--- config.mk ---
export PLATFORM = sky130hd
export DESIGN_NAME = adc_xfer_ctrl
export DESIGN_NICKNAME = d
export VERILOG_FILES = /design/src/rtl/adc_xfer_pkg.sv /design/src/rtl/adc_mode_decode.sv /design/src/rtl/adc_trig_unit.sv /design/src/rtl/adc_result_path.sv /design/src/rtl/adc_xfer_ctrl.sv
export SDC_FILE = /design/constraint.sdc
export NUM_CORES = 1
export LEC_CHECK = 0
export CELL_PAD_IN_SITES_DETAIL_PLACEMENT = 2
export CELL_PAD_IN_SITES_GLOBAL_PLACEMENT = 2
export CORE_MARGIN = 10
export CORE_UTILIZATION = 24
export CTS_CLUSTER_DIAMETER = 200
export DETAILED_ROUTE_END_ITERATION = 6
export GPL_TIMING_DRIVEN = 0
export PLACE_DENSITY_LB_ADDON = 0.1
export SYNTH_ARGS = -nofsm -noshare
export SYNTH_HDL_FRONTEND = slang
export SYNTH_SLANG_ARGS = --single-unit
export TNS_END_PERCENT = 1
--- constraint.sdc ---
create_clock -name clk -period 1.6 [get_ports clk]
set_input_delay 0.32 -clock clk [delete_from_list [all_inputs] [get_ports clk]]
set_output_delay 0.32 -clock clk [all_outputs]
set_load 0.01 [all_outputs]
--- src/rtl/adc_xfer_pkg.sv ---
package adc_xfer_pkg;

  localparam int MODE_BITS = 3;

  localparam logic [MODE_BITS-1:0] CODE_OFF   = 3'b000;
  localparam logic [MODE_BITS-1:0] CODE_SWPOLL = 3'b001;
  localparam logic [MODE_BITS-1:0] CODE_DMA   = 3'b010;
  localparam logic [MODE_BITS-1:0] CODE_IRQ   = 3'b110;

  typedef struct packed {
    logic sw;
    logic pacer;
    logic ext;
    logic poll;
    logic irq;
    logic dma;
  } path_en_t;

endpackage

--- src/rtl/adc_mode_decode.sv ---
module adc_mode_decode
  import adc_xfer_pkg::*;
(
  input  logic                 ext_sel,
  input  logic [MODE_BITS-1:0] code,
  output path_en_t             en
);

  always_comb begin
    en = '0;
    unique case (code)
      CODE_SWPOLL: begin
        en.sw   = !ext_sel;
        en.poll = !ext_sel;
      end
      CODE_DMA: begin
        en.pacer = !ext_sel;
        en.ext   = ext_sel;
        en.dma   = 1'b1;
      end
      CODE_IRQ: begin
        en.pacer = !ext_sel;
        en.ext   = ext_sel;
        en.irq   = 1'b1;
        en.poll  = 1'b1;
      end
      default: en = '0;
    endcase
  end

endmodule

--- src/rtl/adc_trig_unit.sv ---
module adc_trig_unit
  import adc_xfer_pkg::*;
#(
  parameter int SYNC_STAGES = 2
) (
  input  logic     clk,
  input  logic     rst_n,
  input  path_en_t en,
  input  logic     sw_trig,
  input  logic     pacer_tick,
  input  logic     ext_pin,
  input  logic     adc_done,
  output logic     adc_start,
  output logic     busy,
  output logic     done_ev
);

  localparam int SH_W = SYNC_STAGES + 1;

  logic [SH_W-1:0] ext_sh;
  logic            ext_rise;
  logic            fire;

  always_ff @(posedge clk or negedge rst_n) begin
    if (!rst_n) ext_sh <= '0;
    else        ext_sh <= {ext_sh[SH_W-2:0], ext_pin};
  end

  assign ext_rise = ext_sh[SYNC_STAGES-1] & ~ext_sh[SYNC_STAGES];

  assign fire = (en.sw & sw_trig) | (en.pacer & pacer_tick) | (en.ext & ext_rise);
  assign done_ev = busy & adc_done;

  always_ff @(posedge clk or negedge rst_n) begin
    if (!rst_n) begin
      adc_start <= 1'b0;
      busy      <= 1'b0;
    end else begin
      adc_start <= fire & ~busy;
      if (fire & ~busy)  busy <= 1'b1;
      else if (done_ev)  busy <= 1'b0;
    end
  end

  AST_START_ONE_CYCLE: assert property (@(posedge clk) disable iff (!rst_n)
    adc_start |=> !adc_start);
  AST_NO_START_BUSY: assert property (@(posedge clk) disable iff (!rst_n)
    adc_start |-> !$past(busy));
  AST_BUSY_AFTER_START: assert property (@(posedge clk) disable iff (!rst_n)
    adc_start |-> busy);

endmodule

--- src/rtl/adc_result_path.sv ---
module adc_result_path
  import adc_xfer_pkg::*;
#(
  parameter int DATA_W = 12
) (
  input  logic              clk,
  input  logic              rst_n,
  input  path_en_t          en,
  input  logic              done_ev,
  input  logic [DATA_W-1:0] adc_data,
  input  logic              res_rd,
  input  logic              irq_ack,
  input  logic              dma_ack,
  output logic [DATA_W-1:0] res_data,
  output logic              ready_n,
  output logic              irq,
  output logic              dma_req
);

  always_ff @(posedge clk or negedge rst_n) begin
    if (!rst_n) begin
      res_data <= '0;
      ready_n  <= 1'b1;
      irq      <= 1'b0;
      dma_req  <= 1'b0;
    end else begin
      if (done_ev) res_data <= adc_data;

      if (done_ev & en.poll) ready_n <= 1'b0;
      else if (res_rd)       ready_n <= 1'b1;

      if (done_ev & en.irq)  irq <= 1'b1;
      else if (irq_ack)      irq <= 1'b0;

      if (done_ev & en.dma)  dma_req <= 1'b1;
      else if (dma_ack)      dma_req <= 1'b0;
    end
  end

  AST_IRQ_HOLD: assert property (@(posedge clk) disable iff (!rst_n)
    (irq && !irq_ack) |=> irq);
  AST_DMA_HOLD: assert property (@(posedge clk) disable iff (!rst_n)
    (dma_req && !dma_ack) |=> dma_req);
  AST_DATA_STABLE: assert property (@(posedge clk) disable iff (!rst_n)
    !done_ev |=> $stable(res_data));

endmodule

--- src/rtl/adc_xfer_ctrl.sv ---
module adc_xfer_ctrl
  import adc_xfer_pkg::*;
#(
  parameter int DATA_W      = 12,
  parameter int SYNC_STAGES = 2
) (
  input  logic              clk,
  input  logic              rst_n,
  input  logic              mode_wr,
  input  logic [7:0]        mode_wdata,
  input  logic              sw_trig,
  input  logic              ext_sel,
  input  logic              pacer_tick,
  input  logic              ext_trig,
  output logic              adc_start,
  input  logic              adc_done,
  input  logic [DATA_W-1:0] adc_data,
  output logic [DATA_W-1:0] res_data,
  output logic              ready_n,
  input  logic              res_rd,
  output logic              irq,
  input  logic              irq_ack,
  output logic              dma_req,
  input  logic              dma_ack
);

  logic [MODE_BITS-1:0] mode_q;
  path_en_t             en;
  logic                 busy;
  logic                 done_ev;

  always_ff @(posedge clk or negedge rst_n) begin
    if (!rst_n)       mode_q <= CODE_OFF;
    else if (mode_wr) mode_q <= mode_wdata[MODE_BITS-1:0];
  end

  adc_mode_decode u_dec (
    .ext_sel (ext_sel),
    .code    (mode_q),
    .en      (en)
  );

  adc_trig_unit #(.SYNC_STAGES(SYNC_STAGES)) u_trig (
    .clk        (clk),
    .rst_n      (rst_n),
    .en         (en),
    .sw_trig    (sw_trig),
    .pacer_tick (pacer_tick),
    .ext_pin    (ext_trig),
    .adc_done   (adc_done),
    .adc_start  (adc_start),
    .busy       (busy),
    .done_ev    (done_ev)
  );

  adc_result_path #(.DATA_W(DATA_W)) u_res (
    .clk      (clk),
    .rst_n    (rst_n),
    .en       (en),
    .done_ev  (done_ev),
    .adc_data (adc_data),
    .res_rd   (res_rd),
    .irq_ack  (irq_ack),
    .dma_ack  (dma_ack),
    .res_data (res_data),
    .ready_n  (ready_n),
    .irq      (irq),
    .dma_req  (dma_req)
  );

  AST_DISABLED_NO_START: assert property (@(posedge clk) disable iff (!rst_n)
    !(en.sw | en.pacer | en.ext) |=> !adc_start);
  AST_READY_NEEDS_POLL: assert property (@(posedge clk) disable iff (!rst_n)
    $fell(ready_n) |-> $past(en.poll));
  AST_IRQ_NEEDS_DONE: assert property (@(posedge clk) disable iff (!rst_n)
    $rose(irq) |-> $past(done_ev));

endmodule

## Yosys cells after proc, flatten, opt, wreduce, memory -nomap -nowiden

Cells that the tools add are included.
W data, S select, Z words.

- Input bits: 31
- Word-level logic and storage cells: 43
- Register bits after elaboration: 23

- Multiplexer cells: 13
- Reductions and logical operators: 6
- Equal/unequal tests: 3
- Bitwise gates (word level): 13

Operators with widths:

| kind | count |
|---|---|
| $mux W1 | 11 |
| $and A1 B1 Y1 | 9 |
| $reduce_bool A2 Y1 | 4 |
| $eq A3 B1 Y1 const B | 1 |
| $eq A3 B2 Y1 const B | 1 |
| $eq A3 B3 Y1 const B | 1 |
| $mux W2 | 1 |
| $not A1 Y1 | 2 |
| $or A1 B1 Y1 | 2 |
| $pmux W1 S2 | 1 |
| $reduce_or A2 Y1 | 1 |
| $logic_not A1 Y1 | 1 |

## Longest topological paths before layout

Gate-level depths: netlist of run 1.

- Word-level depth: 8
- Mapped depth: 3
- Gate-level depth less buffers: 3

## Hierarchy

A second synthesis of run 1 with hierarchy kept.

- Cells, all modules: 62
- Area total of the unflattened synthesis: 945.9 µm²

By module, submodules not included:

| module | instances | area an instance (µm²) | sequential area each (µm²) | cells an instance |
|---|---|---|---|---|
| adc_result_path | 1 | 603.1 | 376.6 | 37 |
| adc_trig_unit | 1 | 173.9 | 125.1 | 11 |
| adc_xfer_ctrl | 1 | 108.9 | 75.1 | 6 |
| adc_mode_decode | 1 | 60.1 | 0.0 | 8 |

## Worst setup path after synthesis of run 1

No wires, ideal clock.

- Kind: flip-flop to flip-flop
- From: reg u_trig.busy
- To: reg u_res.res_data[0]
- Setup slack: 0.512 ns
- Clock period less this slack: 1.088 ns
- Library setup time: 0.125 ns
- Arrival: 0.963 ns
- Stages on the path, launching flop included: 4
- Cells stage by stage: dfrtp_1 -> nand2_2 -> buf_6 -> mux2_4

- Cells in the longest elaborated chain, start to end: 1

Ends and longest elaborated chain:

| element | line | source |
|---|---|---|
| start: declaration | adc_trig_unit.sv:14 | `output logic busy,` |
| start signal: assignment | adc_trig_unit.sv:37 | `busy <= 1'b0;` |
| start signal: assignment | adc_trig_unit.sv:40 | `if (fire & ~busy) busy <= 1'b1;` |
| start signal: assignment | adc_trig_unit.sv:41 | `else if (done_ev) busy <= 1'b0;` |
| $and A1 B1 Y1 | adc_trig_unit.sv:32 | `assign done_ev = busy & adc_done;` |
| end signal: assignment | adc_result_path.sv:27 | `if (done_ev) res_data <= adc_data;` |
| end: declaration | adc_result_path.sv:14 | `output logic [DATA_W-1:0] res_data,` |

No other way between the ends.
A chain may end at the register's enable or synchronous reset.

## Final worst setup path of run 1

- From: reg u_res.dma_req
- To: out dma_req

RTL lines:

| element | line | source |
|---|---|---|
| start: declaration | adc_result_path.sv:17 | `output logic dma_req` |
| start signal: assignment | adc_result_path.sv:25 | `dma_req <= 1'b0;` |
| start signal: assignment | adc_result_path.sv:35 | `if (done_ev & en.dma) dma_req <= 1'b1;` |
| start signal: assignment | adc_result_path.sv:36 | `else if (dma_ack) dma_req <= 1'b0;` |
| end: declaration | adc_xfer_ctrl.sv:23 | `output logic dma_req,` |

No word-level cell between the ends.

==> results.yml, run 1 <==
grt:
  grt_max_degree: 24
  grt_pass1_wl_um: 3780
  grt_pass1_vias: 749
  gr-total-overflow: 0
  antenna_found_initial: 0
  grt_usage_pct: 7.38
sta:
  fin_crit_ns: 1.48
  hold_viol_final: 0
  slew_headroom_pct: 28.2
  worst_slack_ns: 0.115
  fmax_mhz: 674
  worst_pin_slew_ns: 1.07
  setup_viol: 0
  finalCritPeriodShare_pct: 92.8
  rsz0062_at_grt: "no"
  slew_violations: 0
  fin_skew_ns: 0.00180
clocking:
  worstSkewPairLatency_ns: 0.25
  cts_sinks: 23
  postCtsSetupRepairBufs: 0
  htreeDepth: 1
  cts_buffers: 3
  clock-root-buffer: "clkbuf_8"
  clock_path_buffers: 2
  cts_tree: "yes"
  path_clk_slew_ns: 0.08
power:
  powerDensity_nw_per_um2: 1320
  ir_drop_mv: 0.431
  p_leak_uw: 0.000601
final_layout:
  nFillCells: 381
  final_nets: 134
  drive_gt1_share_pct: 20.6
  area_growth_pct: 57.0
  diodes: 0
  seqCellArea_sq_um: 577
  final_core_util_pct: 38.7
  multi_input_area_sq_um: 307
  fin_area_sq_um: 1420
routing:
  vias: 640
  wl_um: 2370
  firstDrtPassIters: 4
  ant_nets: 0
  drt_iter0_markers: 21
  drc: 0
  wl_per_cell_um: 15.8
  routed_via_density: 4.27
yosys:
  syn_inst: 57
  syn_area_sq_um: 902
  syn_avg_cell_area_sq_um: 15.8
  synth_cell_type_count: 20
  ys_ff_latch: 23
  ys_warn_count: 0
  synth_nets: 88
  ys_seq_area_share_pct: 63.9
worst_hold_path:
  hold_path_class: "reg2reg"
critical_path:
  crit_path_max_incr_delay_ns: 0.56
  crit_path_cell_trace: "clkdlybuf4s50_1"
  crit_path_start_kind: "register"
  crit_family: "buffers and inverters"
  path_class: "reg2out"
  worstPathArrival_ns: 1.16
  worst-path-buf-inv: 1
  crit_required_ns: 1.28
  worst_path_max_delay_cell: "clkdlybuf4s50_1"
  worstSetupEndpointType: "output pin"
  path_max_fanout: 2
die:
  die_y_um: 81.3
  die_x_um: 81.3
  coreArea_sq_um: 3660
  num_io_pins: 47
  initial_core_util_pct: 24.6
  die_area_sq_um: 6610
  rows: 22
run_status:
  status: "finished, final reports clean"
placed_design:
  portBuffers: 41
  placedInstanceArea_sq_um: 1370
  gp_congestion: 0.674
  place_ws_ns: -0.0684
  dp_hpwl_um: 1920
run:
  max-cap-violations: 0
[placed cells by master, fill, tap and decap left out, drive strengths merged]
cell type / n
a211o: 1
a21oi: 1
buf: 1
clkbuf: 4
clkdlybuf4s50: 40
dfrtp: 22
dfstp: 1
dlygate4sd2: 1
inv: 2
mux2: 15
nand2: 2
nand2b: 2
nand3: 1
nand3b: 2
nand4: 1
nor2b: 1
nor4b: 1
o21ai: 1
o22a: 1
o32ai: 1
or2b: 1
[cell usage after synthesis, drive strengths merged]
cell	n	area share, %
a211o	1	0.97
a21oi	1	0.55
buf	1	1.2
dfrtp	22	61
dfstp	1	2.9
inv	2	0.83
mux2	15	22
nand2	2	1.1
nand2b	2	1.4
nand3	1	0.55
nand3b	2	1.7
nand4	1	0.69
nor2b	1	0.69
nor4b	1	0.97
o21ai	1	0.55
o22a	1	0.97
o32ai	1	0.97
or2b	1	0.83
[sequential cells by signal, summed over array words and instances (netlist names)]
register / flops
u_res.res_data: 12
u_trig.adc_start: 1
u_res.irq: 1
u_trig.ext_sh: 3
u_trig.busy: 1
u_res.dma_req: 1
mode_q: 3
u_res.ready_n: 1
[path summary, 6_finish.rpt]
| check | startpoint | endpoint | slack [ns] | cells after the start |
|---|---|---|---|---|
| worst max-delay path | u_res.dma_req | dma_req | 0.12 | 1 |
| worst min-delay path | u_trig.ext_sh[0] | u_trig.ext_sh[1] | 0.35 | 0 |
| worst max register to register | mode_q[2] | u_res.ready_n | 0.35 | 3 |
| worst min register to register | u_trig.ext_sh[0] | u_trig.ext_sh[1] | 0.35 | 0 |
| max in group asynchronous | rst_n | u_res.res_data[0] | 0.31 | 1 |
| min in group asynchronous | rst_n | u_res.irq | 0.64 | 1 |
[cell type report]
cell class                 instances  share of cell area (%)
tap                               48                    4.24
clock buffer                       4                    3.18
buffer                             1                   0.795
timing repair buffer              41                    28.9
sequential                        23                    40.7
multi-input combinational         31                    21.6
inverter                           2                   0.530
[layer usage]
metal	track usage [%]	share of wire [%]
met1	9.75	47
met2	11.1	45
met3	2.87	7.1
met4	1.56	0.55
met5	0	0
[timing repair]
action                     4_1_cts  5_1_grt
hold buffers                     0        0
gates resized for setup          1        0
hold endpoints to repair         0        0
setup endpoints to repair        1        0
[metrics by stage]
step | hold slack, ns | power (uW) | cells | TNS, ns
4_1_cts | 0.355 | 1920 | 150 | 0
5_1_grt | 0.366 | 1990 | 150 | 0
2_1_floorplan | 0.0244 | 1120 | 57 | 0
3_3_place_gp | 0.334 | 1530 | 146 | -1.38
6_report | 0.351 | 1870 | 150 | 0
3_5_place_dp | 0.336 | 1550 | 146 | -1.54
[kinds of logic (layout without fill, tap and decap cells)]
group | count (synthesis) | in the layout | synth area share (%)
simple gates | 11 | 11 | 7.91
mux | 15 | 15 | 22.1
flops | 23 | 23 | 63.9
compound gates | 5 | 5 | 4.02
buf+inv | 3 | 48 | 2.08
[power breakdown]
part	switching, uW	total (uW)	leakage [uW]	internal [uW]
registers	87.9	828	0.000277	740
clock network	172	349	0.0000228	177
logic	220	691	0.000301	471
total	480	1870	0.000601	1390
No activity file was read; power rests on OpenSTA's default activity.
==> run 2: changes to the inputs <==
ABC_CLOCK_PERIOD_IN_PS = 1600   (was default)
CELL_PAD_IN_SITES_DETAIL_PLACEMENT = default   (was 2)
CELL_PAD_IN_SITES_GLOBAL_PLACEMENT = default   (was 2)
CORE_UTILIZATION = 38   (was 24)
PLACE_DENSITY = 0.78   (was default)
PLACE_DENSITY_LB_ADDON = default   (was 0.1)
==> results.yml, run 2 (synthesized netlist as in run 1, its figures left out) <==
run_status:
  status: "finished, final reports clean"
clocking:
  htreeDepth: 1
  clock_path_buffers: 2
  cts_buffers: 3
  cts_sinks: 23
  cts_tree: "yes"
  worstSkewPairLatency_ns: 0.29
  path_clk_slew_ns: 0.12
  clock-root-buffer: "clkbuf_4"
final_layout:
  reg_top3: "u_res.res_data (12), mode_q (3), u_trig.ext_sh (3)"
  area_growth_pct: 53.4
  largest_reg_flops: 12
  final_cell_mix: "clkdlybuf4s50_1 (36), dfrtp_1 (22), mux2_4 (8)"
  diodes: 0
  final_nets: 134
  final_core_util_pct: 62.0
  layout_commonest_cell: "clkdlybuf4s50_1"
  drive_gt1_share_pct: 21.6
  multi_input_area_sq_um: 307
  seqCellArea_sq_um: 577
  nFillCells: 180
  stdcell_count: 130
  regMostFlops: "u_res.res_data"
die:
  die_y_um: 68.7
  coreArea_sq_um: 2230
  initial_core_util_pct: 40.4
  num_io_pins: 47
  die_x_um: 68.7
  rows: 17
  die_area_sq_um: 4720
sta:
  fmax_mhz: 650
  fin_crit_ns: 1.54
  fin_setup_tns_ns: 0
  finalCritPeriodShare_pct: 96.1
  slew_violations: 0
  whs_ns: 0.368
  rsz0062_at_grt: "no"
  slew_headroom_pct: 35.3
  hold_viol_final: 0
  worst_pin_slew_ns: 0.967
  fin_skew_ns: 0.00258
  setup_viol: 0
critical_path:
  worst-path-buf-inv: 1
  path_class: "reg2out"
  crit_path_max_incr_delay_ns: 0.55
  crit_start: "u_res.res_data[2]"
  crit_required_ns: 1.28
  crit_path_start_kind: "register"
  worstSetupEndpointType: "output pin"
  crit_family: "buffers and inverters"
  timing.rr.start: "mode_q[1]"
  worstPathArrival_ns: 1.22
  crit_path_cell_trace: "clkdlybuf4s50_1"
  path_max_fanout: 2
  worst_path_max_delay_cell: "clkdlybuf4s50_1"
power:
  ir_drop_mv: 0.891
  powerDensity_nw_per_um2: 1270
  p_leak_uw: 0.000636
grt:
  grt_pass1_wl_um: 3100
  grt_pass1_vias: 664
  grt_usage_pct: 8.55
  grt_max_degree: 24
  antenna_found_initial: 0
  gr-total-overflow: 0
routing:
  ant_nets: 0
  vias: 603
  drt_iter0_markers: 6
  wl_um: 2040
  wl_per_cell_um: 15.7
  drc: 0
  routed_via_density: 4.64
  firstDrtPassIters: 2
placed_design:
  portBuffers: 41
  gp_congestion: 0.703
  dp_hpwl_um: 1690
  placed_cells: 126
run:
  max-cap-violations: 0
worst_hold_path:
  hold_path_class: "reg2reg"
  holdCritStartpoint: "u_trig.ext_sh[0]"
[run 2: cell types whose count changed in the layout (fill, tap and decap cells not counted)]
cell,previous run,this run
clkbuf_1,1,0
clkbuf_4,0,3
clkbuf_8,3,0
clkdlybuf4s50_1,40,36
clkinv_2,0,1
dlymetal6s2s_1,0,4
[run 2: per-layer routing]
metal,wire length (um),vias to the layer above,track usage (%)
met4,0,0,0.739
met1,756,284,8.69
met5,0,-,0
li1,-,293,-
met2,1020,26,15.1
met3,262,0,5.48
[run 2: final timing paths]
path / endpoint / slack, ns / depth (start not counted)
setup / recovery: res_data[2] / 0.06 / 1
hold / removal: u_trig.ext_sh[1] / 0.37 / 0
setup reg to reg: u_res.ready_n / 0.39 / 3
hold reg to reg: u_trig.ext_sh[1] / 0.37 / 0
max in group asynchronous: u_trig.ext_sh[2] / 0.47 / 1
min in group asynchronous: u_trig.ext_sh[1] / 0.55 / 1
[run 2: report_power, final]
part / leakage, uW / switching, uW / internal (uW)
Combinational: 0.000341 / 220 / 458
Sequential: 0.000277 / 88.8 / 739
Clock: 0.0000177 / 158 / 92.8
[run 2: repair_timing]
item,CTS,global route
setup endpoints to repair,1,4
hold endpoints to repair,0,0
gates cloned,0,0
hold buffers,0,0
buffers inserted,0,0
resized for setup,1,4
[run 2: cell type report]
class	instances	share of cell area, %
Timing Repair Buffer	41	30.3
Inverter	2	0.542
Sequential cell	23	41.7
Clock buffer	3	1.63
Clock inverter	1	0.362
Multi-Input combinational cell	31	22.2
Tap cell	28	2.53
Buffer	1	0.814
[run 2: per-stage QoR]
stage	setup slack, ns	power [uW]	area [sq um]
final	0.0627	1760	1380
after global routing	0.00307	1860	1380
after CTS	0.0340	1800	1370
after detailed placement	0.00308	1550	1350
after global placement	0.0290	1520	1350
after floorplan	0.512	1120	902
